**src/rtl/gpio_irq_ctrl.sv**
```systemverilog
module gpio_irq_ctrl #(
  parameter int NPINS   = 32,
  parameter int VERSION = 3
) (
  input  logic             clk,
  input  logic             rst_n,
  input  logic [3:0]       addr,
  input  logic             wr_en,
  input  logic [31:0]      wdata,
  output logic [31:0]      rdata,
  input  logic [NPINS-1:0] pad_in,
  output logic [NPINS-1:0] pad_out,
  output logic [NPINS-1:0] pad_oe,
  output logic             irq
);

  localparam int  W        = NPINS;
  localparam bit  HAS_BOTH = (VERSION >= 3);
  localparam logic [3:0] A_VAL = 4'd0, A_DIR = 4'd1, A_EN = 4'd2, A_ST = 4'd3,
                         A_PEND = 4'd4, A_CLR = 4'd5, A_EDGE = 4'd6, A_POL = 4'd7,
                         A_VER = 4'd8, A_BOTH = 4'd9;

  logic [W-1:0] out_q, dir_q, en_q, st_q, edge_q, pol_q, both_q;
  logic [W-1:0] s1, s2, s3;
  logic [W-1:0] wd, clr, rise, fall, lvl_hit, edge_hit, ev;

  assign wd  = wdata[W-1:0];
  assign clr = (wr_en && addr == A_CLR) ? wd : '0;

  always_ff @(posedge clk or negedge rst_n)
    if (!rst_n) {s1, s2, s3} <= '0;
    else        {s1, s2, s3} <= {pad_in, s1, s2};

  assign rise     = s2 & ~s3;
  assign fall     = ~s2 & s3;
  assign lvl_hit  = ~(s2 ^ pol_q);
  assign edge_hit = (both_q & (rise | fall)) | (~both_q & ((pol_q & rise) | (~pol_q & fall)));
  assign ev       = (edge_q & edge_hit) | (~edge_q & lvl_hit);

  always_ff @(posedge clk or negedge rst_n)
    if (!rst_n) begin
      out_q  <= '0;
      dir_q  <= '1;
      en_q   <= '0;
      edge_q <= '1;
      pol_q  <= '1;
      st_q   <= '0;
    end else begin
      st_q <= (st_q & ~clr) | ev;
      if (wr_en) begin
        case (addr)
          A_VAL:   out_q  <= wd;
          A_DIR:   dir_q  <= wd;
          A_EN:    en_q   <= wd;
          A_EDGE:  edge_q <= wd;
          A_POL:   pol_q  <= wd;
          default: ;
        endcase
      end
    end

  generate
    if (HAS_BOTH) begin : g_both
      always_ff @(posedge clk or negedge rst_n)
        if (!rst_n)                         both_q <= '0;
        else if (wr_en && addr == A_BOTH)   both_q <= wd;
    end else begin : g_noboth
      assign both_q = '0;
    end
  endgenerate

  assign pad_out = out_q;
  assign pad_oe  = ~dir_q;
  assign irq     = |(st_q & en_q);

  always_comb begin
    rdata = '0;
    case (addr)
      A_VAL:   rdata[W-1:0] = (dir_q & s2) | (~dir_q & out_q);
      A_DIR:   rdata[W-1:0] = dir_q;
      A_EN:    rdata[W-1:0] = en_q;
      A_ST:    rdata[W-1:0] = st_q;
      A_PEND:  rdata[W-1:0] = st_q & en_q;
      A_EDGE:  rdata[W-1:0] = edge_q;
      A_POL:   rdata[W-1:0] = pol_q;
      A_VER:   rdata        = 32'(VERSION);
      A_BOTH:  rdata[W-1:0] = both_q;
      default: rdata        = '0;
    endcase
  end

endmodule


```
**config.mk**
```make
export PLATFORM = sky130hd
export DESIGN_NAME = gpio_irq_ctrl
export DESIGN_NICKNAME = d
export VERILOG_FILES = /design/src/rtl/gpio_irq_ctrl.sv
export SDC_FILE = /design/constraint.sdc
export NUM_CORES = 1
export LEC_CHECK = 0
export BUFFER_PORTS_ARGS = -buffer_cell sky130_fd_sc_hd__buf_2
export CELL_PAD_IN_SITES_DETAIL_PLACEMENT = 0
export CELL_PAD_IN_SITES_GLOBAL_PLACEMENT = 1
export CORE_MARGIN = 3
export CORE_UTILIZATION = 42
export DETAILED_ROUTE_END_ITERATION = 7
export HOLD_SLACK_MARGIN = 0.03
export PLACE_DENSITY = 0.72
export SYNTH_ARGS = -nofsm -noshare
export SYNTH_HDL_FRONTEND = slang
export SYNTH_SLANG_ARGS = --single-unit
export TNS_END_PERCENT = 5
```
**constraint.sdc**
```tcl
create_clock -name clk -period 1.7 [get_ports clk]
set_clock_uncertainty 0.15 [all_clocks]
set_input_delay 0.17 -clock clk [delete_from_list [all_inputs] [get_ports clk]]
set_output_delay 0.17 -clock clk [all_outputs]
set_load 0.02 [all_outputs]
```
==> results of run 1 <==
## layer usage
layer | up-vias | track usage [%] | part of all wire, %
met5 | - | 0 | 0.040
met4 | 4 | 6.10 | 2.1
met3 | 66 | 4.81 | 6.6
met2 | 386 | 39.8 | 47
met1 | 6049 | 33.8 | 44
li1 | 5678 | - | -
## stage by stage
step | instance area [µm²] | util [%]
2_1_floorplan | 15300 | -
3_3_place_gp | 18300 | 52.1
3_5_place_dp | 18300 | 52.1
4_1_cts | 20400 | 58.3
5_1_grt | 20500 | 58.4
6_report | 20500 | 58.4
## path summary, 6_finish.rpt
| check | start | end | slack (ns) | depth (start not counted) |
|---|---|---|---|---|
| hold reg to reg | s1[13] | s2[13] | 0.19 | 0 |
| setup reg to reg | s2[10] | st_q[10] | 0.07 | 5 |
| setup / recovery | st_q[17] | irq | -0.77 | 4 |
| min in group asynchronous | rst_n | edge_q[12] | 0.15 | 2 |
| hold / removal | pad_in[29] | s1[29] | 0.11 | 2 |
| max in group asynchronous | rst_n | pol_q[26] | 0.82 | 3 |
## where the power goes
group / switching, µW / internal [µW] / leakage [µW]
clock network: 3260 / 5760 / 0.000699
registers: 1060 / 9160 / 0.00361
logic: 2610 / 2340 / 0.00546
## layout make-up
class	instances	area (µm²)
antenna	3	7.51
clock buffer	52	1140
clock inverter	18	272
fill	2996	14600
inverter	135	509
multi-input combinational	836	6450
sequential	320	8130
tap	455	569
timing repair buffer	443	3410
## layout by cell type, fill, tap and decap left out, drive strengths merged, types with 10 or more instances in the layout
master / synthesis / final
nor2: 16 / 16
clkbuf: 32 / 52
buf: 29 / 378
o21ai: 137 / 137
a21o: 23 / 23
dfrtp: 224 / 224
a21oi: 31 / 31
inv: 134 / 135
ha: 64 / 64
clkinv: 1 / 10
dfstp: 96 / 96
mux2: 107 / 107
a22oi: 24 / 24
dlygate4sd3: 0 / 65
o211ai: 66 / 66
a222oi: 17 / 17
a32oi: 18 / 18
nand3: 20 / 20
xor2: 32 / 32
nand2: 148 / 148
mux2i: 45 / 45
## cells by family after synthesis
logic type,synth area share [%]
AND/OR/NAND/NOR,7.48
flip-flops,53.6
multiplexers,10.9
AO/OA/AOI/OAI,15.7
buffers and inverters,5.19
XOR/XNOR,1.85
adder cells (fa/ha/maj),5.28
## timing repair
| item | CTS | global route |
|---|---|---|
| gates resized for setup | 35 | 12 |
| hold buffers | 66 | 0 |
| endpoints found under the hold margin | 522 | 0 |
| pin swaps | 11 | 4 |
| setup endpoints to repair | 45 | 45 |
==> impl_metrics.py, run 1 <==
metrics = {
    "sta": {
        "fmax_mhz": 404,
        "finalCritPeriodShare_pct": 145,
        "rsz0062_at_grt": "yes",
        "whs_ns": 0.111,
        "final_max_slew_viol_count": 0,
        "finalSetupViolCount": 38,
        "worst_pin_slew_ns": 0.513,
        "slew_headroom_pct": 65.6,
        "min_period_ns": 2.47,
        "setup_tns_ns": -16.25,
        "fin_ws_ns": -0.773,
        "final_hold_viol_count": 0,
    },
    "clock_tree": {
        "cts_sinks": 320,
        "post_cts_buffers": 0,
        "cts_max_level": 2,
        "cts_buffers": 38,
        "path_clk_slew_ns": 0.06,
        "clockRootBuffer": "clkbuf_16",
        "clockBufferDepth": 3,
        "tritoncts": "yes",
        "clk_latency_ns": 0.54,
    },
    "finish": {
        "drive_above_1_share_pct": 38.5,
        "area_growth_pct": 35.0,
        "final-instance-count-excl-fill": 2262,
        "fin_nets": 1909,
    },
    "logic_synthesis": {
        "synth_area_um2": 15200,
        "syn_inst": 1352,
        "ys_types": 54,
        "synth_seq_area_share_pct": 53.6,
        "synth.most_common_cell": "dfrtp_1",
        "syn-num-nets": 1487,
        "yosysTopAreaCellShare_pct": 37.0,
        "synth-warning-count": 0,
        "synth_flop_cell": "dfrtp_1",
        "postSynth.asyncResetShare_pct": 100,
        "yosysTopAreaCell": "dfrtp_1",
        "yosys-top-cells-count": "dfrtp_1, nand2_1, inv_1, mux2_2, o21ai_0",
        "synth_area_leaders": "dfrtp_1, dfstp_2, mux2_2, ha_1, nand2_1",
        "ys_ff_latch": 320,
        "synth_edf_count": 0,
        "avgSynthCellArea_um2": 11.2,
    },
    "worst_hold_path": {
        "hold_class": "input pin to flip-flop",
    },
    "floorplanning": {
        "start_util_pct": 43.3,
        "core_um2": 35100,
        "die_w_um": 196,
        "rows": 68,
        "die_y_um": 196,
        "io_pins": 168,
        "dieArea_um2": 38400,
    },
    "setup_path": {
        "critPathMaxStageDelay_ns": 0.59,
        "cp.buffers_inverters": 1,
        "cp.arrival_ns": 2.15,
        "cp_max_fo": 2,
        "crit_chain": "a22oi_1 > nand4_1 > or4_4 > buf_6",
        "cpMaxStageDelayCell": "or4_4",
        "critical_path_class": "flip-flop to output port",
        "crit_required_ns": 1.38,
        "cp_top_family": "simple AND/OR/NAND/NOR gates",
        "worstSetupStartpointType": "flip-flop",
        "worstSetupEndpointType": "output port",
    },
    "run_status": {
        "violations": "setup timing",
        "status": "finished with violations",
    },
    "placed_design": {
        "gp_congestion": 0.886,
        "dpl.hpwl_um": 33000,
        "portBuffers": 167,
        "place_inst": 2123,
        "dp_slack_ns": -0.457,
    },
    "global_route": {
        "grtUsageTotal_pct": 24.5,
        "grt_max_degree": 62,
        "antenna_found_initial": 5,
        "grt_overflow": 0,
        "grt_pass1_vias": 12500,
        "grt_pass1_wl_um": 73100,
    },
    "detailed_routing": {
        "antenna_left": 0,
        "drt-initial-drc-count": 867,
        "vias": 12200,
        "wirelength_um": 46900,
        "wl_per_cell_um": 20.8,
        "dr.pass1.iters": 6,
        "drcViolationCount": 0,
        "viasPerCell": 5.39,
    },
    "power": {
        "power.density_nw_per_um2": 1180,
        "design_power_total_uw": 24200,
        "ir_drop_mv": 0.876,
        "p_leak_uw": 0.00977,
    },
    "job": {
        "maxCapViolCount": 0,
    },
}
Power figures use the tool's default switching activity.
==> run 2: changes to the inputs <==
--- a/config.mk
+++ b/config.mk
@@ -6,10 +6,8 @@
 export NUM_CORES = 1
 export LEC_CHECK = 0
 export BUFFER_PORTS_ARGS = -buffer_cell sky130_fd_sc_hd__buf_2
-export CELL_PAD_IN_SITES_DETAIL_PLACEMENT = 0
-export CELL_PAD_IN_SITES_GLOBAL_PLACEMENT = 1
 export CORE_MARGIN = 3
-export CORE_UTILIZATION = 42
+export CORE_UTILIZATION = 53
 export DETAILED_ROUTE_END_ITERATION = 7
 export HOLD_SLACK_MARGIN = 0.03
 export PLACE_DENSITY = 0.72
==> impl_metrics.py, run 2 (synthesis results as in run 1) <==
metrics = {
    "run_status": {
        "status": "finished with violations",
        "violations": "setup timing",
    },
    "finish": {
        "fin_nets": 1905,
        "fin_util_pct": 71.8,
        "n_antenna_cell": 0,
        "final-instance-count-excl-fill": 2173,
        "final_common_cell": "dfrtp_1",
        "drive_above_1_share_pct": 37.7,
        "area_growth_pct": 32.6,
        "mostFrequentLayoutCells": "dfrtp_1, buf_4, buf_2, nand2_1, inv_1",
        "fillers": 1961,
    },
    "detailed_routing": {
        "drt-initial-drc-count": 1076,
        "drcViolationCount": 0,
        "dr.pass1.iters": 6,
        "wirelength_um": 45300,
        "vias": 12600,
        "wl_per_cell_um": 20.8,
        "antenna_left": 0,
        "viasPerCell": 5.80,
    },
    "floorplanning": {
        "dieArea_um2": 30700,
        "start_util_pct": 54.2,
        "io_pins": 168,
        "die_y_um": 175,
        "rows": 61,
        "die_w_um": 175,
        "core_um2": 28000,
    },
    "placed_design": {
        "portBuffers": 167,
        "dpl.hpwl_um": 31200,
        "place_inst": 2046,
        "gp_congestion": 0.919,
        "dp_slack_ns": -0.443,
    },
    "sta": {
        "final_hold_viol_count": 0,
        "slew_headroom_pct": 62.1,
        "worst_pin_slew_ns": 0.568,
        "final_max_slew_viol_count": 0,
        "fmax_mhz": 398,
        "min_period_ns": 2.51,
        "finalSetupViolCount": 34,
        "finalCritPeriodShare_pct": 148,
        "fin_ws_ns": -0.814,
        "rsz0062_at_grt": "yes",
    },
    "power": {
        "ir_drop_mv": 0.886,
        "power.density_nw_per_um2": 1120,
        "p_leak_uw": 0.00962,
        "design_power_total_uw": 22600,
    },
    "setup_path": {
        "worstSetupEndpointType": "output port",
        "worstSetupStartpointType": "flip-flop",
        "crit_required_ns": 1.38,
        "cp_max_fo": 3,
        "critical_path_class": "flip-flop to output port",
        "r2r_slack_ns": 0.08,
        "cp.arrival_ns": 2.19,
    },
    "job": {
        "maxCapViolCount": 0,
    },
    "clock_tree": {
        "cts_sinks": 320,
        "cts_buffers": 34,
        "path_clk_slew_ns": 0.06,
        "tritoncts": "yes",
        "clockBufferDepth": 3,
        "clk_latency_ns": 0.52,
        "cts_max_level": 2,
        "clockRootBuffer": "clkbuf_16",
    },
    "global_route": {
        "grtUsageTotal_pct": 29.4,
        "grt_overflow": 0,
        "grt_max_degree": 60,
        "antenna_found_initial": 1,
        "grt_pass1_vias": 12900,
        "grt_pass1_wl_um": 70700,
    },
    "worst_hold_path": {
        "hold_class": "input pin to async pin",
    },
}
## run 2: cell type report
class | count | area (µm²) | area share [%]
Sequential cell | 320 | 8130 | 40.4
Inverter | 135 | 507 | 2.52
Timing Repair Buffer | 443 | 3440 | 17.1
Clock inverter | 9 | 101 | 0.504
Multi-Input combinational cell | 836 | 6460 | 32.1
Clock buffer | 52 | 1000 | 4.97
Tap cell | 378 | 473 | 2.35
## run 2: path summary, 6_finish.rpt
path	startpoint	to	cells after the start
max in group asynchronous	rst_n	pol_q[2]	3
worst max register to register	s2[16]	st_q[16]	6
worst min-delay path	rst_n	st_q[12]	2
worst min register to register	s1[29]	s2[29]	0
min in group clk	pad_in[27]	s1[27]	2
worst max-delay path	st_q[24]	irq	5
## run 2: per-layer routing
metal,up-vias,wire length (µm),global-route usage (%)
met5,-,16,0
met4,2,1650,11.1
met3,119,3050,3.61
met2,530,21900,48.3
met1,6301,18700,40.2
li1,5648,-,-
## run 2: through the flow
step                      TNS (ns)  cell area (µm²)  hold WS, ns
after CTS                   -15.44            20000       0.0769
after global routing        -17.44            20100       0.0903
after detailed placement    -59.15            18200       0.0206
final                       -15.43            20100       0.0670
after global placement      -48.82            18200      0.00672
after floorplan             -0.634            15300       -0.276
## run 2: where the power goes
group	switching (µW)	internal (µW)
Sequential	1070	9160
Clock	2990	4370
Combinational	2630	2360
## run 2: critical path: stages (launching register included)
cell     delay (ns)
dfrtp_1        0.42
a22oi_2        0.23
buf_4          0.17
nand4_1        0.12
or4_4          0.60
buf_6          0.16
## run 2: repair_timing
action | 4_1_cts | 5_1_grt
buffers inserted | 1 | 0
hold buffers | 65 | 0
setup endpoints to repair | 38 | 43
gates resized for setup | 29 | 26
hold endpoints to repair | 489 | 0
pin swaps | 12 | 6
==> run 3: changes to the inputs <==
--- a/config.mk
+++ b/config.mk
@@ -6,10 +6,11 @@
 export NUM_CORES = 1
 export LEC_CHECK = 0
 export BUFFER_PORTS_ARGS = -buffer_cell sky130_fd_sc_hd__buf_2
+export CELL_PAD_IN_SITES_DETAIL_PLACEMENT = 2
+export CELL_PAD_IN_SITES_GLOBAL_PLACEMENT = 2
 export CORE_MARGIN = 3
-export CORE_UTILIZATION = 53
+export CORE_UTILIZATION = 35
 export DETAILED_ROUTE_END_ITERATION = 7
-export HOLD_SLACK_MARGIN = 0.03
 export PLACE_DENSITY = 0.72
 export SYNTH_ARGS = -nofsm -noshare
 export SYNTH_HDL_FRONTEND = slang
==> impl_metrics.py, run 3 (synthesis results as in run 1) <==
metrics = {
    "run_status": {
        "status": "finished with violations",
        "violations": "setup timing",
    },
    "finish": {
        "fillers": 4308,
        "mostFrequentLayoutCells": "dfrtp_1, buf_4, nand2_1, buf_2, inv_1",
        "n_antenna_cell": 0,
        "fin_util_pct": 49.4,
        "final_common_cell": "dfrtp_1",
        "area_growth_pct": 38.1,
        "final-instance-count-excl-fill": 2402,
        "drive_above_1_share_pct": 39.9,
        "fin_nets": 1930,
    },
    "clock_tree": {
        "tritoncts": "yes",
        "cts_max_level": 2,
        "cts_sinks": 320,
        "clockBufferDepth": 3,
        "clk_latency_ns": 0.56,
        "path_clk_slew_ns": 0.06,
        "cts_buffers": 39,
        "clockRootBuffer": "clkbuf_16",
    },
    "setup_path": {
        "reg2regPathDepth": 5,
        "critical_path_class": "flip-flop to output port",
        "cp_max_fo": 2,
        "cp.depth": 5,
        "cp.arrival_ns": 2.33,
        "crit_chain": "a22o_1 > a221oi_2 > nand3_1 > or4_4 > buf_6",
        "cp.buffers_inverters": 1,
        "r2r_slack_ns": 0.04,
        "reg2reg_to": "st_q[5]",
        "worstSetupStartpointType": "flip-flop",
        "cp_top_family": "simple AND/OR/NAND/NOR gates",
        "cpMaxStageDelayCell": "or4_4",
        "critPathMaxStageDelay_ns": 0.51,
        "crit_required_ns": 1.38,
        "rr_startpoint": "s2[5]",
        "worstSetupEndpointType": "output port",
    },
    "floorplanning": {
        "rows": 75,
        "io_pins": 168,
        "die_y_um": 214,
        "core_um2": 42400,
        "start_util_pct": 35.8,
        "dieArea_um2": 45900,
        "die_w_um": 214,
    },
    "sta": {
        "whs_ns": 0.108,
        "final_hold_viol_count": 0,
        "slew_headroom_pct": 45.5,
        "fin_ws_ns": -0.948,
        "final_max_slew_viol_count": 0,
        "fmax_mhz": 378,
        "worst_pin_slew_ns": 0.818,
        "rsz0062_at_grt": "yes",
        "finalCritPeriodShare_pct": 156,
        "min_period_ns": 2.65,
        "finalSetupViolCount": 36,
    },
    "worst_hold_path": {
        "holdPathStages": 2,
        "hold_end": "s1[14]",
        "hold_class": "input pin to flip-flop",
        "hold_start": "pad_in[14]",
    },
    "detailed_routing": {
        "dr.pass1.iters": 5,
        "drcViolationCount": 0,
        "antenna_left": 0,
        "wl_per_cell_um": 25.6,
        "wirelength_um": 61500,
        "viasPerCell": 5.42,
        "vias": 13000,
        "drt-initial-drc-count": 775,
    },
    "global_route": {
        "grt_pass1_vias": 15300,
        "top_usage_layer": "met2",
        "grt_overflow": 0,
        "grtUsageTotal_pct": 27.0,
        "use_met3_pct": 4.41,
        "use_met1_pct": 33.2,
        "antenna_found_initial": 1,
        "grt_max_degree": 66,
        "grt_pass1_wl_um": 95700,
        "use_met2_pct": 48.0,
    },
    "power": {
        "p_sw_uw": 7600,
        "p_leak_uw": 0.00988,
        "power.density_nw_per_um2": 1170,
        "ir_drop_mv": 0.736,
        "power.internal_uw": 16900,
        "sw_frac_of_total_pct": 31.0,
        "seqPwrFrac_pct": 42.3,
        "combPwrFrac_pct": 22.3,
        "clock_power_share_pct": 35.4,
        "design_power_total_uw": 24500,
    },
    "placed_design": {
        "gp_congestion": 0.847,
        "portBuffers": 167,
        "place_inst": 2263,
        "dpl.hpwl_um": 41400,
    },
    "job": {
        "maxCapViolCount": 0,
    },
}
run 3: layout make-up:
type | instances | area [µm²] | area share (%)
clock buffer | 62 | 1220 | 5.85
inverter | 135 | 519 | 2.48
sequential | 320 | 8140 | 38.8
tap | 577 | 722 | 3.44
multi-input combinational | 836 | 6500 | 31.0
clock inverter | 9 | 95.1 | 0.454
timing repair buffer | 463 | 3760 | 17.9
run 3: what timing repair did:
item                                    in CTS  in global routing
pin swaps                                   12                  7
hold endpoints to repair                   516                  0
setup buffers                                2                  0
endpoints found under the setup margin      46                 66
gates resized for setup                     51                 45
hold buffers                                66                  0
run 3: power groups by stage:
stage	Clock, µW	Combinational [µW]	Sequential, µW
6_report	8670	5470	10300
5_1_grt	9180	5930	10500
4_1_cts	8840	5340	10300
3_5_place_dp	0	4980	10400
3_3_place_gp	0	4730	10300
2_1_floorplan	0	2460	10200
run 3: how the worst max path moves through the flow:
stage,slack [ns],startpoint,end
2_1_floorplan,-0.04,addr[2],rdata[31]
3_3_place_gp,-0.52,addr[1],rdata[23]
3_5_place_dp,-0.62,addr[1],rdata[23]
4_1_cts,-0.97,st_q[5],irq
5_1_grt,-0.99,st_q[5],irq
6_report,-0.95,st_q[7],irq
run 3: through the flow:
step	instance area [µm²]	setup TNS, ns	setup slack [ns]
floorplan	15300	-0.634	-0.0403
global placement	18700	-50.86	-0.517
detailed placement	18700	-71.68	-0.622
CTS	20800	-19.69	-0.972
global route	21000	-21.00	-0.989
finish	21000	-18.32	-0.948
run 3: per-layer routing:
metal	wire length [µm]	up-vias
met5	13	-
met2	31700	304
met4	2120	2
met3	2590	129
li1	-	5710
met1	25100	6882
